--- src/rtl/swreg_pager_pkg.sv ---
package swreg_pager_pkg;
  localparam int HALF_W     = 16;
  localparam int WORD_W     = 32;
  localparam int PHY_W      = 5;
  localparam int REG_W      = 5;
  localparam int PAGE_SHIFT = 9;
  localparam int CMD_ADDR   = 'h98;

  localparam logic [PHY_W-1:0] PG_PHY_M0 = 5'h1F;
  localparam logic [REG_W-1:0] PG_REG_M0 = 5'h10;
  localparam logic [PHY_W-1:0] PG_PHY_M1 = 5'h18;
  localparam logic [REG_W-1:0] PG_REG_M1 = 5'h00;

  typedef enum logic [1:0] {ST_IDLE, ST_SETUP, ST_WAIT} state_e;
  typedef enum logic [1:0] {PH_DIRECT, PH_DUMMY, PH_CMD, PH_POLL} phase_e;
  typedef enum logic [1:0] {STEP_PAGE = 2'd0, STEP_FIRST = 2'd1, STEP_SECOND = 2'd2} step_e;

  // Command word: start bits on top, read flag at 27, PHY at 25:21, register at 20:16.
  function automatic logic [WORD_W-1:0] build_cmd(input logic rd,
                                                  input logic [PHY_W-1:0] phy,
                                                  input logic [REG_W-1:0] rg,
                                                  input logic [HALF_W-1:0] dat);
    return {2'b11, 2'b00, rd, 1'b0, phy, rg, (rd ? {HALF_W{1'b0}} : dat)};
  endfunction
endpackage

--- src/rtl/swreg_pager_map.sv ---
module swreg_pager_map
  import swreg_pager_pkg::*;
#(
  parameter int ADDR_W = 19
) (
  input  logic              mode,
  input  logic [ADDR_W-1:0] addr,
  input  logic              write,
  input  logic [WORD_W-1:0] data,
  input  step_e             step,
  output logic [PHY_W-1:0]  phy,
  output logic [REG_W-1:0]  regn,
  output logic [HALF_W-1:0] wdata
);
  localparam int PAGE_W = ADDR_W - PAGE_SHIFT;

  logic [PAGE_W-1:0] page;
  logic [PHY_W-1:0]  half_phy;
  logic [REG_W-1:0]  base_reg;
  logic              low_first_wr;
  logic              hi_first;
  logic              take_hi;

  assign page         = addr[ADDR_W-1:PAGE_SHIFT];
  assign half_phy     = {2'b10, addr[8:6]};
  assign base_reg     = {addr[5:2], 1'b0};
  assign low_first_wr = !mode && (addr == ADDR_W'(CMD_ADDR));
  assign hi_first     = write && !low_first_wr;
  assign take_hi      = (step == STEP_FIRST) ? hi_first : !hi_first;

  always_comb begin
    if (step == STEP_PAGE) begin
      phy   = mode ? PG_PHY_M1 : PG_PHY_M0;
      regn  = mode ? PG_REG_M1 : PG_REG_M0;
      wdata = HALF_W'(page);
    end else begin
      phy   = half_phy;
      regn  = base_reg | REG_W'(take_hi);
      wdata = take_hi ? data[WORD_W-1:HALF_W] : data[HALF_W-1:0];
    end
  end
endmodule

--- src/rtl/swreg_pager_lohold.sv ---
module swreg_pager_lohold
  import swreg_pager_pkg::*;
(
  input  logic              clk,
  input  logic              rst,
  input  logic              en,
  input  logic [HALF_W-1:0] d,
  output logic [HALF_W-1:0] q
);
  always_ff @(posedge clk) begin
    if (rst)     q <= '0;
    else if (en) q <= d;
  end
endmodule

--- src/rtl/swreg_pager_ctrl.sv ---
module swreg_pager_ctrl
  import swreg_pager_pkg::*;
#(
  parameter int ADDR_W = 19
) (
  input  logic              clk,
  input  logic              rst,
  input  logic              req_valid,
  input  logic              req_write,
  input  logic              req_indirect,
  input  logic              req_mode,
  input  logic [ADDR_W-1:0] req_addr,
  input  logic [WORD_W-1:0] req_wdata,
  input  logic [PHY_W-1:0]  req_phy,
  input  logic [REG_W-1:0]  req_preg,
  output logic              req_ready,
  output logic              op_mode,
  output logic [ADDR_W-1:0] op_addr,
  output logic              op_write,
  output logic [WORD_W-1:0] op_data,
  output step_e             step,
  input  logic [PHY_W-1:0]  map_phy,
  input  logic [REG_W-1:0]  map_reg,
  input  logic [HALF_W-1:0] map_wdata,
  output logic              m_req,
  output logic              m_wr,
  output logic [PHY_W-1:0]  m_phy,
  output logic [REG_W-1:0]  m_reg,
  output logic [HALF_W-1:0] m_wdata,
  input  logic              m_ack,
  input  logic              m_err,
  input  logic [HALF_W-1:0] m_rdata,
  output logic              cap_lo,
  input  logic [HALF_W-1:0] lo_q,
  output logic              done,
  output logic              err,
  output logic [WORD_W-1:0] rdata
);
  state_e st;
  phase_e phase;

  assign req_ready = (st == ST_IDLE);
  assign cap_lo    = (st == ST_WAIT) && m_ack && !m_err && !op_write && (step == STEP_FIRST);

  always_ff @(posedge clk) begin
    if (rst) begin
      st       <= ST_IDLE;
      phase    <= PH_DIRECT;
      step     <= STEP_PAGE;
      op_mode  <= 1'b0;
      op_addr  <= '0;
      op_write <= 1'b0;
      op_data  <= '0;
      m_req    <= 1'b0;
      m_wr     <= 1'b0;
      m_phy    <= '0;
      m_reg    <= '0;
      m_wdata  <= '0;
      done     <= 1'b0;
      err      <= 1'b0;
      rdata    <= '0;
    end else begin
      done <= 1'b0;
      case (st)
        ST_IDLE: begin
          if (req_valid) begin
            op_mode <= req_mode;
            step    <= STEP_PAGE;
            st      <= ST_SETUP;
            if (req_indirect) begin
              phase    <= PH_DUMMY;
              op_write <= 1'b0;
              op_addr  <= ADDR_W'(CMD_ADDR);
              op_data  <= build_cmd(!req_write, req_phy, req_preg, req_wdata[HALF_W-1:0]);
            end else begin
              phase    <= PH_DIRECT;
              op_write <= req_write;
              op_addr  <= req_addr;
              op_data  <= req_wdata;
            end
          end
        end
        ST_SETUP: begin
          m_req   <= 1'b1;
          m_wr    <= op_write || (step == STEP_PAGE);
          m_phy   <= map_phy;
          m_reg   <= map_reg;
          m_wdata <= map_wdata;
          st      <= ST_WAIT;
        end
        ST_WAIT: begin
          if (m_ack) begin
            m_req <= 1'b0;
            if (m_err) begin
              done  <= 1'b1;
              err   <= 1'b1;
              rdata <= '0;
              st    <= ST_IDLE;
            end else if (step == STEP_PAGE) begin
              step <= STEP_FIRST;
              st   <= ST_SETUP;
            end else if (step == STEP_FIRST) begin
              step <= STEP_SECOND;
              st   <= ST_SETUP;
            end else begin
              step <= STEP_PAGE;
              case (phase)
                PH_DIRECT: begin
                  done  <= 1'b1;
                  err   <= 1'b0;
                  rdata <= op_write ? '0 : {m_rdata, lo_q};
                  st    <= ST_IDLE;
                end
                PH_DUMMY: begin
                  phase    <= PH_CMD;
                  op_write <= 1'b1;
                  st       <= ST_SETUP;
                end
                PH_CMD: begin
                  phase    <= PH_POLL;
                  op_write <= 1'b0;
                  st       <= ST_SETUP;
                end
                default: begin
                  if (m_rdata[HALF_W-1]) begin
                    st <= ST_SETUP;
                  end else begin
                    done  <= 1'b1;
                    err   <= 1'b0;
                    rdata <= {{HALF_W{1'b0}}, lo_q};
                    st    <= ST_IDLE;
                  end
                end
              endcase
            end
          end
        end
        default: st <= ST_IDLE;
      endcase
    end
  end
endmodule

--- src/rtl/swreg_pager.sv ---
module swreg_pager
  import swreg_pager_pkg::*;
#(
  parameter int ADDR_W = 19
) (
  input  logic              clk,
  input  logic              rst,
  input  logic              req_valid,
  input  logic              req_write,
  input  logic              req_indirect,
  input  logic              req_mode,
  input  logic [ADDR_W-1:0] req_addr,
  input  logic [31:0]       req_wdata,
  input  logic [4:0]        req_phy,
  input  logic [4:0]        req_preg,
  output logic              req_ready,
  output logic              m_req,
  output logic              m_wr,
  output logic [4:0]        m_phy,
  output logic [4:0]        m_reg,
  output logic [15:0]       m_wdata,
  input  logic              m_ack,
  input  logic              m_err,
  input  logic [15:0]       m_rdata,
  output logic              done,
  output logic              err,
  output logic [31:0]       rdata
);
  logic              op_mode;
  logic [ADDR_W-1:0] op_addr;
  logic              op_write;
  logic [WORD_W-1:0] op_data;
  step_e             step;
  logic [PHY_W-1:0]  map_phy;
  logic [REG_W-1:0]  map_reg;
  logic [HALF_W-1:0] map_wdata;
  logic              cap_lo;
  logic [HALF_W-1:0] lo_q;

  swreg_pager_ctrl #(.ADDR_W(ADDR_W)) u_ctrl (
    .clk(clk), .rst(rst),
    .req_valid(req_valid), .req_write(req_write), .req_indirect(req_indirect),
    .req_mode(req_mode), .req_addr(req_addr), .req_wdata(req_wdata),
    .req_phy(req_phy), .req_preg(req_preg), .req_ready(req_ready),
    .op_mode(op_mode), .op_addr(op_addr), .op_write(op_write), .op_data(op_data),
    .step(step), .map_phy(map_phy), .map_reg(map_reg), .map_wdata(map_wdata),
    .m_req(m_req), .m_wr(m_wr), .m_phy(m_phy), .m_reg(m_reg), .m_wdata(m_wdata),
    .m_ack(m_ack), .m_err(m_err), .m_rdata(m_rdata),
    .cap_lo(cap_lo), .lo_q(lo_q),
    .done(done), .err(err), .rdata(rdata)
  );

  swreg_pager_map #(.ADDR_W(ADDR_W)) u_map (
    .mode(op_mode), .addr(op_addr), .write(op_write), .data(op_data), .step(step),
    .phy(map_phy), .regn(map_reg), .wdata(map_wdata)
  );

  swreg_pager_lohold u_lo (
    .clk(clk), .rst(rst), .en(cap_lo), .d(m_rdata), .q(lo_q)
  );
endmodule

--- config.mk ---
export PLATFORM = sky130hd
export DESIGN_NAME = swreg_pager
export DESIGN_NICKNAME = d
export VERILOG_FILES = /design/src/rtl/swreg_pager_pkg.sv /design/src/rtl/swreg_pager_map.sv /design/src/rtl/swreg_pager_lohold.sv /design/src/rtl/swreg_pager_ctrl.sv /design/src/rtl/swreg_pager.sv
export SDC_FILE = /design/constraint.sdc
export NUM_CORES = 1
export LEC_CHECK = 0
export ABC_AREA = 0
export BUFFER_PORTS_ARGS = -buffer_cell sky130_fd_sc_hd__buf_2
export CAP_MARGIN = 20
export CORE_MARGIN = 5
export CORE_UTILIZATION = 55
export DETAILED_ROUTE_END_ITERATION = 10
export PLACE_DENSITY_LB_ADDON = 0.1
export SYNTH_ARGS = -nofsm -noshare
export SYNTH_HDL_FRONTEND = slang
export SYNTH_SLANG_ARGS = --single-unit
--- constraint.sdc ---
create_clock -name clk -period 4 [get_ports clk]
set_input_delay 0.8 -clock clk [delete_from_list [all_inputs] [get_ports clk]]
set_output_delay 0.8 -clock clk [all_outputs]
set_load 0.1 [all_outputs]
==> reports/metrics.csv, run 1 <==
stage,metric,value,unit
cells_and_area,Antenna Cells,0,
hold_path,Worst Hold Class,flip-flop to flip-flop,
synthesis,sequential area share after synthesis,48.5,%
floorplan,core box area,10200,sq um
synthesis,synthesized area,5650,sq um
sta,Slew Limit Fails,0,
worst_setup_path,kind of critical path,flip-flop to flip-flop,
synthesis,Post-synth EDFFs,0,
grt,number of global-route vias before repair,5112,
cells_and_area,Layout area overhead,22.4,%
floorplan,I/O pins,148,
run,Max-Cap Viols,0,
sta,Worst Max-Slew Pin Slew,1090,ps
clock_network,H-tree depth,4,
power_and_ir_drop,P per Cell Area,473,nW/um^2
power_and_ir_drop,Gate power share,12.6,%
clock_network,Max Root-Sink Buffers,2,
sta,setup repair after global routing missed its margin,false,
grt,GRT Total Usage,24.4,%
clock_network,postcts setup bufs,0,
cells_and_area,Finished Cell Area,6910,sq um
synthesis,Synth cell types,42,
placed_design,post-DP HPWL,10200,um
floorplan,initial cell density of the core,55.5,%
clock_network,CTS buffer count,17,
detailed_routing,total iterations of the first detailed-routing run,5,
placed_design,dpl cell area,6380,sq um
detailed_routing,via count,5245,
power_and_ir_drop,Peak VDD IR,235,uV
outcome,status,completed,
power_and_ir_drop,Seq pwr share,44.4,%
synthesis,Main synth FF type,dfxtp_1,
detailed_routing,drc violations,0,
clock_network,Root Driver,clkbuf_8,
sta,Fin. Hold Viols,0,
grt,grt total ovfl,0,
sta,TNS Setup,0,ps
detailed_routing,Vias per Instance,5.64,
clock_network,clk_lat worst skew,510,ps
synthesis,syn avg cell area,8.48,sq um
cells_and_area,share of layout cells above drive strength 1,25.8,%
sta,FMAX,0.408,GHz
clock_network,hold_buf cts,0,
sta,Worst slew margin,27.0,%
detailed_routing,Initial DRC Count,322,
floorplan,die area,12400,sq um
detailed_routing,Detail Route Antenna Nets,0,
worst_setup_path,Worst Path Required,4360,ps
power_and_ir_drop,switch share,26.9,%
placed_design,gpl congestion,0.879,
power_and_ir_drop,Pwr Total,3.27,mW
power_and_ir_drop,Psw,879,uW
power_and_ir_drop,Pleak,3.03,nW
synthesis,total number of yosys warnings,0,
sta,Tmin final,2450,ps
worst_setup_path,CP Max Fanout,17,
power_and_ir_drop,clock share of power,43.0,%
worst_setup_path,CP endpoint kind,flip-flop,
sta,Worst Skew,5.92,ps
worst_setup_path,CP Launch Type,flip-flop,
detailed_routing,Total Wirelength,15100,um
cells_and_area,Layout Cells excl Fill,930,
synthesis,Synth async-reset ratio,0,%
synthesis,Mapped Cells,666,
grt,first-pass GRT wire length,25200,um
clock_network,clk slew on worst S/H paths,60,ps
worst_setup_path,"Arr. time, crit path",2810,ps
sta,final setup violation count,0,
sta,fin crit share,61.2,%
cells_and_area,registers with the most flip-flops,"u_ctrl.op_data: 32 flops, u_ctrl.rdata: 32 flops, u_ctrl.op_addr: 19 flops",
clock_network,TritonCTS clock tree,built,
cells_and_area,Fillers,856,
floorplan,Die H,111,um
detailed_routing,routed len/inst,16.2,um
grt,initial antenna violation count,2,
placed_design,placed cells,900,
power_and_ir_drop,Internal Power,2.39,mW
clock_network,post-cts sizing count,0,
cells_and_area,number of nets in the layout,871,
synthesis,synthesized flop and latch total,137,
floorplan,num rows,37,
synthesis,syn_nets,754,
floorplan,width of the die,111,um
clock_network,clk sinks,137,
placed_design,Port Buffers,147,
grt,largest net degree at the start of global routing,64,
worst max-delay path, cell delays in order (launching register included):
cell and delay [ps]:
dfxtp_1 320, nor4_1 370, nand3_1 230, mux2i_4 480, or2_1 700, o211ai_1 200
stage by stage:
step / setup slack [ps] / hold slack, ps / utilization [%]
finish: 1550 / 445 / 67.9
floorplan: 1200 / 432 / -
detailed placement: 1580 / 441 / 62.6
CTS: 1530 / 449 / 67.9
global route: 1380 / 472 / 67.9
global placement: 1630 / 436 / 62.6
final cells by class:
type	instances	area, sq um	area share [%]
Tap cell	136	170	2.46
Sequential cell	137	2740	39.7
Inverter	5	18.8	0.271
Multi-Input combinational cell	467	2650	38.3
Clock inverter	9	75.1	1.09
Clock buffer	21	459	6.64
Timing Repair Buffer	155	798	11.5
power groups by stage:
stage	clock network (mW)	registers, mW	logic [mW]
after detailed placement	0	1.48	0.409
after global placement	0	1.48	0.402
after floorplan	0	1.55	0.234
after CTS	1.43	1.45	0.412
final	1.41	1.45	0.412
after global routing	1.49	1.46	0.447
cell families after synthesis:
kind of cell,count (synthesis),share of synthesized area (%)
AOI/OAI and AO/OA,153,17.7
and+or+nand+nor,283,23.1
muxes,28,5.20
adders and majority gates,3,0.665
buffers and inverters,62,4.81
DFF,137,48.5
cell usage in the layout (no fill, tap or decap), drive strengths merged:
| cell type | n |
|---|---|
| nor2b | 3 |
| nor4 | 3 |
| a31oi | 2 |
| a21o | 1 |
| and2b | 1 |
| or2 | 12 |
| and2 | 4 |
| inv | 5 |
| dfxtp | 137 |
| a21oi | 76 |
| ha | 3 |
| clkinvlp | 2 |
| or4 | 1 |
| mux2i | 27 |
| buf | 155 |
| clkinv | 6 |
| a211oi | 17 |
| clkbuf | 21 |
| a311oi | 3 |
| nand2 | 80 |
| o211ai | 33 |
| nor3b | 3 |
| nor4b | 1 |
| a21boi | 1 |
| mux2 | 1 |
| nor2 | 80 |
| o21ai | 5 |
| nand3 | 50 |
| or3b | 1 |
| nand4 | 2 |
| o21a | 1 |
| nor3 | 18 |
| nand2b | 6 |
| bufinv | 1 |
| a22oi | 14 |
| and3 | 18 |
path summary, 6_finish.rpt:
check / startpoint / endpoint / slack, ps / cells past startpoint
max: u_ctrl.op_addr[13] / u_ctrl.m_wdata[15] / 1550 / 5
min: u_ctrl.rdata[31] / u_ctrl.rdata[31] / 440 / 2
max reg2reg: u_ctrl.op_addr[13] / u_ctrl.m_wdata[15] / 1550 / 5
min reg2reg: u_ctrl.rdata[31] / u_ctrl.rdata[31] / 440 / 2
routing by layer:
metal | vias up | GRT usage [%] | wire, um
li1 | 2559 | - | -
met2 | 204 | 39.4 | 7070
met1 | 2452 | 30.9 | 6480
met4 | 4 | 8.27 | 234
met3 | 26 | 7.88 | 1270
met5 | - | 0 | 25
Yosys cell counts (all sizes together), types with 3 or more instances:
cell type	count	area share, %
nand2b	6	0.66
nor4	3	0.33
a22oi	14	1.9
o21ai	5	0.44
a211oi	17	2.3
and2	4	0.44
nor2	80	5.3
or2	12	1.3
o211ai	33	5.3
ha	3	0.66
nand2	80	5.4
buf	16	1.7
and3	18	2.0
a21oi	76	6.7
nor3	18	1.6
nor2b	3	0.33
clkbuf	41	2.7
nor3b	3	0.40
mux2i	27	5.0
dfxtp	137	49
nand3	50	4.4
a311oi	3	0.47
inv	5	0.33
No activity file was read; power rests on OpenSTA's default activity.
==> inputs of run 2 (changes only) <==
CORE_UTILIZATION = 53   (was 55)
clock period = 2.45 ns   (was 4 ns; I/O delays follow)
==> run 2 against run 1 <==
Global-route usage increased by 1.1 points. Clock power increased by 84%. Hold slack got worse by 240 ps. Register-to-register slack got worse by 1300 ps. Critical path depth unchanged. Critical path type unchanged. Critical endpoint is now u_ctrl.m_wdata[2].
==> reports/metrics.csv, run 2 (synthesis results as in run 1) <==
stage,metric,value,unit,change
outcome,status,completed,,
power_and_ir_drop,P per Cell Area,804,nW/um^2,+70%
cells_and_area,number of nets in the layout,882,,+1.3%
clock_network,H-tree depth,4,,unchanged
clock_network,clk slew on worst S/H paths,60,ps,about the same
power_and_ir_drop,Seq pwr share,41.8,%,-2.6 points
sta,FMAX,0.457,GHz,+12%
clock_network,CTS buffer count,17,,unchanged
cells_and_area,Layout area overhead,25.2,%,
power_and_ir_drop,Internal Power,4.16,mW,+74%
run,Max-Cap Viols,0,,unchanged
floorplan,core box area,10400,sq um,+1.8%
worst_setup_path,max incr delay on CP,660,ps,-40 ps
detailed_routing,Detail Route Antenna Nets,0,,unchanged
clock_network,clk_lat worst skew,520,ps,about the same
worst_setup_path,kind of critical path,flip-flop to flip-flop,,
placed_design,post-DP HPWL,10700,um,+4.2%
clock_network,Root Driver,clkbuf_8,,
detailed_routing,via count,5377,,+2.5%
cells_and_area,Finished Cell Area,7070,sq um,+2.3%
power_and_ir_drop,Pleak,3.11,nW,+2.6%
grt,GRT Total Usage,25.5,%,+1.1 points
power_and_ir_drop,clock share of power,45.7,%,+2.7 points
detailed_routing,Vias per Instance,5.70,,+1.0%
clock_network,clk sinks,137,,unchanged
clock_network,post-cts sizing count,0,,unchanged
power_and_ir_drop,Gate power share,12.5,%,about the same
grt,number of global-route vias before repair,5308,,+3.8%
sta,final setup violation count,0,,unchanged
clock_network,Max Root-Sink Buffers,2,,unchanged
worst_setup_path,crit path max-delay cell type,or2_1,,
power_and_ir_drop,Psw,1.53,mW,+74%
worst_setup_path,crit-path cells,"nor4_1, nand3_1, mux2i_4, or2_1, o211ai_1",,
grt,grt total ovfl,0,,unchanged
sta,TNS Setup,0,ps,unchanged
placed_design,Port Buffers,147,,unchanged
worst_setup_path,CP Launch Type,flip-flop,,
detailed_routing,routed len/inst,17.0,um,+4.8%
detailed_routing,Initial DRC Count,353,,+9.6%
floorplan,Die H,113,um,+1.7%
worst_setup_path,CP endpoint kind,flip-flop,,
cells_and_area,Fillers,871,,+1.8%
floorplan,num rows,37,,unchanged
sta,Fin. Hold Viols,0,,unchanged
worst_setup_path,Worst Path Required,2820,ps,-1540 ps
sta,Worst Max-Slew Pin Slew,817,ps,-277 ps
placed_design,dpl cell area,6460,sq um,+1.3%
sta,fin crit share,89.4,%,+28 points
grt,initial antenna violation count,1,,-1
cells_and_area,"most common cell after layout, fill and taps aside",buf_2,,
cells_and_area,most frequent cells in the layout,"buf_2 (146), dfxtp_1 (137), nand2_1 (79), nor2_1 (79), a21oi_1 (76)",,
placed_design,gpl congestion,0.849,,-3.4%
worst_setup_path,"Arr. time, crit path",2560,ps,-250 ps
worst_setup_path,CP bufs+invs,0,,unchanged
floorplan,initial cell density of the core,54.5,%,-0.99 points
cells_and_area,registers with the most flip-flops,"u_ctrl.op_data: 32 flops, u_ctrl.rdata: 32 flops, u_ctrl.op_addr: 19 flops",,
worst_setup_path,CP Max Fanout,16,,-1
floorplan,I/O pins,148,,unchanged
cells_and_area,Layout Utilization,68.2,%,+0.30 points
clock_network,postcts setup bufs,0,,unchanged
detailed_routing,drc violations,0,,unchanged
hold_path,Worst Hold Class,input pin to flip-flop,,
sta,Worst Skew,8.30,ps,+2.39 ps
detailed_routing,total iterations of the first detailed-routing run,5,,unchanged
clock_network,TritonCTS clock tree,built,,
power_and_ir_drop,switch share,26.9,%,about the same
floorplan,die area,12800,sq um,+3.4%
sta,setup repair after global routing missed its margin,false,,
cells_and_area,share of layout cells above drive strength 1,27.0,%,+1.2 points
detailed_routing,Total Wirelength,16000,um,+6.4%
sta,Tmin final,2190,ps,-258 ps
sta,Worst slew margin,45.5,%,+18 points
power_and_ir_drop,Peak VDD IR,438,uV,+87%
grt,largest net degree at the start of global routing,55,,-14%
grt,first-pass GRT wire length,26400,um,+4.9%
sta,Slew Limit Fails,0,,unchanged
clock_network,hold_buf cts,0,,unchanged
floorplan,width of the die,113,um,+1.7%
worst_setup_path,Crit path max-delay family,simple AND/OR/NAND/NOR gates,,
==> run 2: cell count changes in the layout (fill, tap and decap cells not counted), sizes merged <==
cell,before,now
buf,155,166
clkinv,6,2
bufinv,1,3
inv,5,7
clkbuf,21,22
clkinvlp,2,3
diode,0,1
==> run 2: final cells by class <==
class	count	area (sq um)	share of cell area, %
sequential	137	2740	38.8
tap	136	170	2.41
antenna	1	2.50	0.0354
inverter	5	18.8	0.265
multi-input combinational	467	2650	37.5
clock inverter	10	140	1.98
timing repair buffer	166	881	12.5
clock buffer	22	463	6.55
==> run 2: power by group through the flow <==
stage                     Combinational [mW]  Clock [mW]  Sequential (mW)
after floorplan                        0.382           0             2.53
after global placement                 0.686           0             2.42
after detailed placement               0.702           0             2.42
after CTS                              0.709        2.62             2.37
after global routing                   0.772        2.74             2.38
final                                  0.712        2.60             2.37
==> run 2: path summary, 6_finish.rpt <==
path	from	endpoint	slack (ps)	depth (start not counted)
max	u_ctrl.op_addr[5]	u_ctrl.m_wdata[2]	260	5
min	m_rdata[12]	u_lo.q[12]	210	3
max reg2reg	u_ctrl.op_addr[5]	u_ctrl.m_wdata[2]	260	5
min reg2reg	u_ctrl.rdata[13]	u_ctrl.rdata[13]	440	2
==> run 2: through the flow <==
stage | worst slack (ps) | power [mW] | instances | hold slack (ps)
after detailed placement | 304 | 3.12 | 911 | 441
after CTS | 234 | 5.70 | 943 | 190
after global routing | 39.7 | 5.90 | 944 | 212
final | 260 | 5.69 | 944 | 209
after floorplan | 153 | 2.91 | 666 | 432
after global placement | 367 | 3.10 | 911 | 437
==> run 2: layer usage <==
| layer | wire length, um | track usage, % |
|---|---|---|
| met3 | 1110 | 5.08 |
| met1 | 6750 | 32.9 |
| met4 | 549 | 12.7 |
| met5 | 0 | 0 |
| met2 | 7630 | 40.9 |
==> run 2: tightest hold or removal path: stages <==
cell	delay, ps
buf_2	90
mux2i_1	60
nor2_1	70
